`src/rtl/tenbt_tx_pkg.sv`:
```
package tenbt_tx_pkg;

    // Registered outputs of the line stage
    typedef struct packed {
        logic line;
        logic lb;
    } out_st_t;

    // Half-cell value of a Manchester bit: first half inverted, second half true
    function automatic logic mcode(input logic data_bit, input logic second_half);
        return data_bit ~^ second_half;
    endfunction

endpackage

```
`src/rtl/tenbt_tx_ser.sv`:
```
module tenbt_tx_ser #(
    parameter int NIB_W = 4
) (
    input  logic             clk,
    input  logic             rst_n,
    input  logic             tx_en,
    input  logic [NIB_W-1:0] txd,
    output logic             nib_take,
    output logic             frame_on,
    output logic             enc
);
    localparam int PH_N = 2 * NIB_W;
    localparam int PH_W = $clog2(PH_N);
    localparam logic [PH_W-1:0] PH_LAST = PH_W'(PH_N - 1);

    typedef struct packed {
        logic [PH_W-1:0]  ph;
        logic [NIB_W-1:0] nib;
        logic             act;
    } ser_st_t;

    ser_st_t st_d, st_q;
    logic    cur_bit;

    always_comb begin
        st_d = st_q;
        if (st_q.ph == PH_LAST) begin
            st_d.ph  = '0;
            st_d.nib = txd;
            st_d.act = tx_en;
        end else begin
            st_d.ph = st_q.ph + 1'b1;
        end
        cur_bit  = st_q.nib[st_q.ph[PH_W-1:1]];
        enc      = tenbt_tx_pkg::mcode(cur_bit, st_q.ph[0]);
        nib_take = (st_q.ph == PH_LAST);
        frame_on = st_q.act;
    end

    always_ff @(posedge clk or negedge rst_n) begin
        if (!rst_n) st_q <= '0;
        else        st_q <= st_d;
    end

    // Strobe never lasts two cycles
    assert_take_single_R2: assert property (@(posedge clk) disable iff (!rst_n)
        nib_take |=> !nib_take);

    // Second half-cell is the complement of the first
    assert_half_invert_R4: assert property (@(posedge clk) disable iff (!rst_n)
        (st_q.act && st_q.ph[0]) |-> (enc != $past(enc)));

endmodule

```
`src/rtl/tenbt_tx_link.sv`:
```
module tenbt_tx_link #(
    parameter int IDLE_CYCLES  = 240000,
    parameter int PULSE_CYCLES = 2
) (
    input  logic clk,
    input  logic rst_n,
    input  logic busy,
    output logic pulse_on
);
    localparam int CNT_W = $clog2(IDLE_CYCLES);
    localparam int PW_W  = $clog2(PULSE_CYCLES + 1);
    localparam logic [CNT_W-1:0] CNT_LAST = CNT_W'(IDLE_CYCLES - 1);
    localparam logic [PW_W-1:0]  PW_LOAD  = PW_W'(PULSE_CYCLES);

    typedef struct packed {
        logic [CNT_W-1:0] cnt;
        logic [PW_W-1:0]  pw;
    } link_st_t;

    link_st_t st_d, st_q;

    always_comb begin
        st_d = st_q;
        if (busy) begin
            st_d.cnt = '0;
            st_d.pw  = '0;
        end else if (st_q.cnt == CNT_LAST) begin
            st_d.cnt = '0;
            st_d.pw  = PW_LOAD;
        end else begin
            st_d.cnt = st_q.cnt + 1'b1;
            if (st_q.pw != '0) st_d.pw = st_q.pw - 1'b1;
        end
        pulse_on = (st_q.pw != '0);
    end

    always_ff @(posedge clk or negedge rst_n) begin
        if (!rst_n) st_q <= '0;
        else        st_q <= st_d;
    end

    assert_no_pulse_busy_R8: assert property (@(posedge clk) disable iff (!rst_n)
        busy |=> !pulse_on);

    assert_pulse_holds_R7: assert property (@(posedge clk) disable iff (!rst_n)
        (pulse_on && !busy && (st_q.pw > PW_W'(1))) |=> pulse_on);

endmodule

```
`src/rtl/tenbt_tx_top.sv`:
```
module tenbt_tx_top #(
    parameter int NIB_W        = 4,
    parameter int IDLE_CYCLES  = 240000,
    parameter int PULSE_CYCLES = 2
) (
    input  logic             clk,
    input  logic             rst_n,
    input  logic             tx_en,
    input  logic [NIB_W-1:0] txd,
    input  logic             dig_lpbk,
    input  logic             mii_lpbk,
    output logic             nib_take,
    output logic             line_out,
    output logic             lpbk_out
);
    import tenbt_tx_pkg::*;

    logic    frame_on, enc, pulse_on, stream, lb_en;
    out_st_t out_d, out_q;

    tenbt_tx_ser #(.NIB_W(NIB_W)) ser_i (
        .clk      (clk),
        .rst_n    (rst_n),
        .tx_en    (tx_en),
        .txd      (txd),
        .nib_take (nib_take),
        .frame_on (frame_on),
        .enc      (enc)
    );

    tenbt_tx_link #(
        .IDLE_CYCLES  (IDLE_CYCLES),
        .PULSE_CYCLES (PULSE_CYCLES)
    ) link_i (
        .clk      (clk),
        .rst_n    (rst_n),
        .busy     (tx_en | frame_on),
        .pulse_on (pulse_on)
    );

    always_comb begin
        stream    = frame_on ? enc : pulse_on;
        lb_en     = dig_lpbk & ~mii_lpbk;
        out_d.line = lb_en ? 1'b0 : stream;
        out_d.lb   = lb_en ? stream : 1'b0;
    end

    always_ff @(posedge clk or negedge rst_n) begin
        if (!rst_n) out_q <= '0;
        else        out_q <= out_d;
    end

    assign line_out = out_q.line;
    assign lpbk_out = out_q.lb;

    assert_line_muted_R9: assert property (@(posedge clk) disable iff (!rst_n)
        (dig_lpbk && !mii_lpbk) |=> !line_out);

    assert_lpbk_quiet_R10: assert property (@(posedge clk) disable iff (!rst_n)
        !(dig_lpbk && !mii_lpbk) |=> !lpbk_out);

    assert_idle_low_R6: assert property (@(posedge clk) disable iff (!rst_n)
        (!frame_on && !pulse_on) |=> !line_out);

endmodule

```
`config.mk`:
```
export PLATFORM = sky130hd
export DESIGN_NAME = tenbt_tx_top
export DESIGN_NICKNAME = d
export VERILOG_FILES = /design/src/rtl/tenbt_tx_pkg.sv /design/src/rtl/tenbt_tx_ser.sv /design/src/rtl/tenbt_tx_link.sv /design/src/rtl/tenbt_tx_top.sv
export SDC_FILE = /design/constraint.sdc
export NUM_CORES = 1
export LEC_CHECK = 0
export BUFFER_PORTS_ARGS = -buffer_cell sky130_fd_sc_hd__clkbuf_2
export CAP_MARGIN = 20
export CORE_ASPECT_RATIO = 1.5
export CORE_UTILIZATION = 45
export CTS_CLUSTER_DIAMETER = 50
export DETAILED_ROUTE_END_ITERATION = 16
export PLACE_DENSITY = 0.72
export SLEW_MARGIN = 40
export SYNTH_ARGS = -nofsm -noshare
export SYNTH_HDL_FRONTEND = slang
export SYNTH_HIERARCHICAL = 1
export SYNTH_SLANG_ARGS = --single-unit
```
`constraint.sdc`:
```
create_clock -name clk -period 2.26 [get_ports clk]
set_clock_uncertainty 0.15 [all_clocks]
set_input_delay 0.452 -clock clk [delete_from_list [all_inputs] [get_ports clk]]
set_output_delay 0.452 -clock clk [all_outputs]
set_load 0.05 [all_outputs]
```
# Yosys cells after proc, flatten, opt, wreduce, memory -nomap -nowiden
# Index checks and enable logic that the tools add are counted.
# word_totals
latch_bits,0
input_bits,9
ramBits,0
mem_count,0
romBits,0
register_bits,30
# classes
shift,0
div_mod_pow,0
n_reduce_logical,2
magnitude_cmp,1
mul,0
n_eq_ne,2
add_sub_neg,3
bitwise_logic,4
mux,9
# ops
cell,n
two-way mux 20 bit,2
adder 18 x 1 -> 18 bit (second input constant),1
equality test 18 bit (second input constant),1
two-way mux 1 bit,4
adder 3 x 1 -> 3 bit (second input constant),1
equality test 3 bit (second input constant),1
< comparator 2 x 3 -> 1 bit (second input constant),1
two-way mux 3 bit,1
nonzero test 3 bit,1
binary-select mux 1 bit (select 2 bit),1
two-way mux 2 bit,1
nonzero test 2 bit,1
subtractor 2 x 1 -> 2 bit (second input constant),1
bitwise AND 1 bit,1
NOT 1 bit,1
OR 1 bit,1
XNOR 1 bit,1

# Longest topological paths before layout
# Gate-level depths: netlist (run 1).
# logic_depth
depth_word,5
depth_mapped,6

# Cells and area by module
# Netlist (run 1), hierarchy kept.
# modules_own_cells
module,seq_area_each_um2,instances,cells_each,area_per_inst_um2
tenbt_tx_link,500.5,1,103,1061.0
tenbt_tx_ser,200.2,1,19,329.1
tenbt_tx_top,50.0,1,7,87.6

# Worst setup path before layout (run 1)
# No wires, ideal clock.
# synth_path
path_type,reg2reg
startpoint,register link_i/st_q[2] in the netlist's numbering
endpoint,register link_i/st_q[3] in the netlist's numbering
path_buffers,0
required_time_ns,1.990
period_less_slack_ns,1.893
stages_incl_launch_ff,6
slack_ns,0.367
t_arrival_ns,1.623
path_cell_list,dfrtp_1 ha_1 and4_4 nand3_2 or4_1 and3_1
# synth_lines
element,line,source
start: declaration,tenbt_tx_link.sv:20,"link_st_t st_d, st_q;"
start signal: assignment,tenbt_tx_link.sv:39,else st_q <= st_d;

==> results of run 1 <==
[cell families after synthesis]
family,count (synthesis)
multiplexers,8
adder cells (fa/ha/maj),5
flip-flops,30
XOR/XNOR,17
AND/OR/NAND/NOR,55
AO/OA/AOI/OAI,5
buffers and inverters,9
[power by group]
group | internal [mW] | total, mW | switching [mW]
clock network | 0.206 | 0.399 | 0.194
logic | 0.0179 | 0.0461 | 0.0282
registers | 0.545 | 0.550 | 0.00500
[flip-flops by register name (all words and copies together), names as in the netlist]
| register | count |
|---|---|
| link_i/st_q | 20 |
| lpbk_out | 1 |
| ser_i/st_q | 7 |
| ser_i/frame_on | 1 |
| line_out | 1 |
[path summary, 6_finish.rpt]
path | from | end | slack (ps) | cells after the start
min in group clk | mii_lpbk | lpbk_out | 190 | 2
max in group asynchronous | rst_n | link_i/st_q[16] | 1430 | 1
hold / removal | rst_n | link_i/st_q[13] | 60 | 1
setup reg to reg | link_i/st_q[2] | link_i/st_q[3] | 240 | 5
setup / recovery | link_i/st_q[2] | link_i/st_q[3] | 240 | 5
hold reg to reg | ser_i/st_q[5] | ser_i/st_q[5] | 340 | 1
[area by class of cell]
cell class	instances	area [sq um]	area share [%]
Sequential cell	30	751	45.2
Multi-Input combinational cell	90	684	41.2
Timing Repair Buffer	13	70.1	4.22
Clock buffer	5	68.8	4.14
Tap cell	40	50.0	3.01
Inverter	7	26.3	1.58
Clock inverter	2	10.0	0.603
[per-layer routing]
layer | global-route usage, % | wire (microns) | up-vias
met2 | 30.9 | 1420 | 27
met1 | 19.4 | 1010 | 479
met5 | 0 | 0 | -
li1 | - | - | 480
met4 | 12.4 | 78 | 0
met3 | 5.03 | 104 | 10
[metrics by stage]
| step | cells | instance area [sq um] |
|---|---|---|
| 4_1_cts | 187 | 1660 |
| 3_5_place_dp | 180 | 1580 |
| 6_report | 187 | 1660 |
| 5_1_grt | 187 | 1660 |
| 3_3_place_gp | 180 | 1580 |
| 2_1_floorplan | 129 | 1480 |
[cells in the final DEF (no fill, tap or decap), types with 6 or more instances in the layout]
master / netlist / layout
dfrtp_1: 30 / 30
nor2_1: 21 / 21
xnor2_1: 12 / 12
inv_1: 7 / 7
nand4_1: 6 / 6
clkbuf_2: 0 / 11
[worst max-delay path, stage by stage (launching register included)]
cell and delay [ps]:
dfrtp_1 400, ha_1 250, and4_4 260, nand3_2 110
or4_1 540, and3_1 210
==> flow_summary.ini, run 1 <==
[critical_path]
cp-end-kind = register
arrival_ps = 2050
cp.required_ps = 2280
critPathMaxFanout = 5
worstSetupPathType = register to register
cp-start-kind = register

[flow_run]
maxCapViolCount = 0

[synthesis]
synth_common_cells = dfrtp_1 (30), nor2_1 (21), xnor2_1 (12), inv_1 (7), nand4_1 (6)
synth_nets = 143
yosysUniqueCellTypes = 28
synth_top_cell_area_share_pct = 50.8
ys_warn_count = 6
synth-adder-area-share_pct = 4.23
synth_compound_area_share_pct = 3.22
synthesis.area_sq_mm = 0.00148
async_reset_ff_share_pct = 100
synth_xor_area_share_pct = 10.1
yosys.area_share.simple_pct = 22.1
syn-instance-count = 129
seq_area_frac_synth_pct = 50.8
synth.largest_area_cell = dfrtp_1
synth_top_flop_cell = dfrtp_1
syn_avg_cell_area_sq_um = 11.5
synthTopCellsByArea = dfrtp_1 (51%), xnor2_1 (7.1%), nor2_1 (5.3%)
ys_ff_latch = 30
synth_edf_count = 0
synthMuxAreaShare_pct = 6.69
synth_top_family_by_area = simple AND/OR/NAND/NOR gates
synth_most_common_cell = dfrtp_1

[timing]
layout_min_cycle_time_ps = 2020
fmax_mhz = 495
period_share_pct = 89.5
maxSlewViolCount = 0
fin_tns_setup_ps = 0
holdWs_ps = 62.9
grt_setup_unrepaired = no
hold_viol = 0
relSlewSlack_pct = 51.7
setup_viol = 0
worst_pin_slew_ps = 725
fin_ws_ps = 238

[power]
total_power_mw = 0.995
p_leak_nw = 0.721
ir_drop_uv = 432
cellPowerDensity_mw_per_mm2 = 600

[floorplanning]
fp.dieH_microns = 72.2
ios = 12
core_sq_mm = 0.00313
rows = 25
start_util_pct = 47.2
die_width_microns = 48.8
dieArea_sq_mm = 0.00352

[drt]
drtAntennaViolNets = 0
drt_pre_antenna_iters = 4
vias = 996
drt_iter0_drc = 24
wl_mm = 2.62
wire_per_inst_microns = 14.0
drc = 0
via_per_inst = 5.33

[cts]
cts_hold_buf = 0
ctsResizeCount = 0
clk_pin_slew_ps = 60
clock_latency_ps = 280
numCtsBuffers = 5
h-tree-depth = 2
cts_tree = done
cts_root_buffer = clkbuf_8
post_cts_buffers = 0
ctsLongestPathBuffers = 2
clock-sinks = 30

[layout]
syn_to_final_growth_pct = 12.4
drive_gt1_share_pct = 22.4
num_antenna_cells = 0
post-route-util_pct = 53.1
n_fill_cell = 287
nets = 161

[hold_path]
hold_path_class = input pin to asynchronous set/reset pin

[place]
place_worst_setup_slack_ps = 245
gp_congestion = 0.862
dp_hpwl_mm = 1.94
io_buffer_count = 11

[grt]
grt_pass1_wl_mm = 4.60
grt.total_usage_pct = 18.1
antenna_found_initial = 0
grt_max_degree = 31
gr-total-overflow = 0
grt_pass1_vias = 1044

[status]
status = finished, final reports clean
(Power assumes the default switching activity.)
==> run 2: changes to the inputs <==
--- a/config.mk
+++ b/config.mk
@@ -7,11 +7,13 @@
 export LEC_CHECK = 0
 export BUFFER_PORTS_ARGS = -buffer_cell sky130_fd_sc_hd__clkbuf_2
 export CAP_MARGIN = 20
+export CELL_PAD_IN_SITES_DETAIL_PLACEMENT = 0
+export CELL_PAD_IN_SITES_GLOBAL_PLACEMENT = 1
 export CORE_ASPECT_RATIO = 1.5
 export CORE_UTILIZATION = 45
 export CTS_CLUSTER_DIAMETER = 50
 export DETAILED_ROUTE_END_ITERATION = 16
-export PLACE_DENSITY = 0.72
+export PLACE_DENSITY = 0.84
 export SLEW_MARGIN = 40
 export SYNTH_ARGS = -nofsm -noshare
 export SYNTH_HDL_FRONTEND = slang
==> run 2 against run 1 <==
Net effect: fmax down 0.27%; via count down 1.6%; routed wire length rose by 0.46%; global-route usage increased by 0.23 points; register-to-register slack barely moved; clock power is 7.5% higher; sequential cell count is the same.
==> flow_summary.ini, run 2 (synthesis results as in run 1) <==
[status]
status = finished, final reports clean

[drt]
wl_mm = 2.63
wire_per_inst_microns = 14.0
via_per_inst = 5.21
drtAntennaViolNets = 0
drt_pre_antenna_iters = 4
drc = 0
drt_iter0_drc = 16
vias = 980

[timing]
setup_viol = 0
fmax_mhz = 493
maxSlewViolCount = 0
holdWs_ps = 40.2
fin_tns_setup_ps = 0
period_share_pct = 89.7
relSlewSlack_pct = 55.9
layout_min_cycle_time_ps = 2030
hold_viol = 0
worst_pin_slew_ps = 662
grt_setup_unrepaired = no

[place]
gp_congestion = 0.864
io_buffer_count = 11
dp_hpwl_mm = 1.97

[grt]
grt.total_usage_pct = 18.4
gr-total-overflow = 0
grt_pass1_vias = 1084
antenna_found_initial = 0
grt_pass1_wl_mm = 4.77
grt_max_degree = 31

[critical_path]
cp-end-kind = register
cp-startpoint = link_i/st_q[2]
ff2ff_path_depth = 5
critPathMaxFanout = 5
regToRegSetupSlack_ps = 230
cp.required_ps = 2290
cp-start-kind = register
r2r-end = link_i/st_q[3]
worstReg2RegStart = link_i/st_q[2]
worstSetupPathType = register to register
crit_end = link_i/st_q[3]
arrival_ps = 2060

[hold_path]
hold_path_class = input pin to asynchronous set/reset pin

[cts]
post_cts_buffers = 0
ctsLongestPathBuffers = 2
clock_latency_ps = 290
clock-sinks = 30
cts_hold_buf = 0
numCtsBuffers = 5
cts_root_buffer = clkbuf_8
h-tree-depth = 2
cts_tree = done
ctsResizeCount = 0
clk_pin_slew_ps = 70

[layout]
top_regs = link_i/st_q x20, ser_i/st_q x7
syn_to_final_growth_pct = 13.1
layout_commonest_cell = dfrtp_1
nets = 161
drive_gt1_share_pct = 23.0
num_antenna_cells = 0
largest_reg_flops = 20
n_fill_cell = 284
mostFrequentLayoutCells = dfrtp_1 (30), nor2_1 (21), xnor2_1 (12)
top_register = link_i/st_q

[floorplanning]
start_util_pct = 47.2
rows = 25
ios = 12
core_sq_mm = 0.00313
dieArea_sq_mm = 0.00352
die_width_microns = 48.8
fp.dieH_microns = 72.2

[power]
total_power_mw = 1.03
ir_drop_uv = 445
p_leak_nw = 0.721
cellPowerDensity_mw_per_mm2 = 613

[flow_run]
maxCapViolCount = 0
[run 2: where the power goes]
part	internal (mW)	switching (mW)
combinational	0.0180	0.0290
clock	0.216	0.213
sequential	0.545	0.00516
total	0.778	0.247
[run 2: worst min path at each step]
| stage | endpoint | cells after the start | from |
|---|---|---|---|
| 6_report | link_i/st_q[6] | 1 | rst_n |
| 5_1_grt | link_i/st_q[6] | 1 | rst_n |
| 3_3_place_gp | ser_i/st_q[5] | 1 | ser_i/st_q[5] |
| 3_5_place_dp | ser_i/st_q[5] | 1 | ser_i/st_q[5] |
| 4_1_cts | link_i/st_q[6] | 1 | rst_n |
| 2_1_floorplan | line_out | 0 | rst_n |
[run 2: routing by layer]
layer,vias up,share of wire [%],GRT usage [%],wire length [microns]
met5,-,0,0,0
met4,0,1.4,7.84,37
met3,5,3.4,5.66,90
met2,15,55,33.8,1440
met1,477,40,19.0,1060
li1,483,-,-,-
[run 2: critical path, cell delays in order (launching register included)]
cell     delay [ps]
dfrtp_1         410
ha_1            250
and4_4          260
nand3_2         100
or4_1           540
and3_1          220
[run 2: layout make-up]
| class | instances | area [sq um] | area share, % |
|---|---|---|---|
| Timing Repair Buffer | 13 | 70.1 | 4.19 |
| Sequential cell | 30 | 751 | 44.9 |
| Clock buffer | 5 | 68.8 | 4.12 |
| Multi-Input combinational cell | 90 | 684 | 40.9 |
| Tap cell | 40 | 50.0 | 2.99 |
| Inverter | 7 | 26.3 | 1.57 |
| Clock inverter | 3 | 21.3 | 1.27 |
[run 2: per-stage QoR]
stage               cells  setup WS [ps]  utilization, %  cell area, sq um
finish                188            233            53.4              1670
global route          188            131            53.4              1670
CTS                   188            217            53.4              1670
detailed placement    180            223            50.6              1580
global placement      180            292            50.6              1580
floorplan             129            367               -              1480
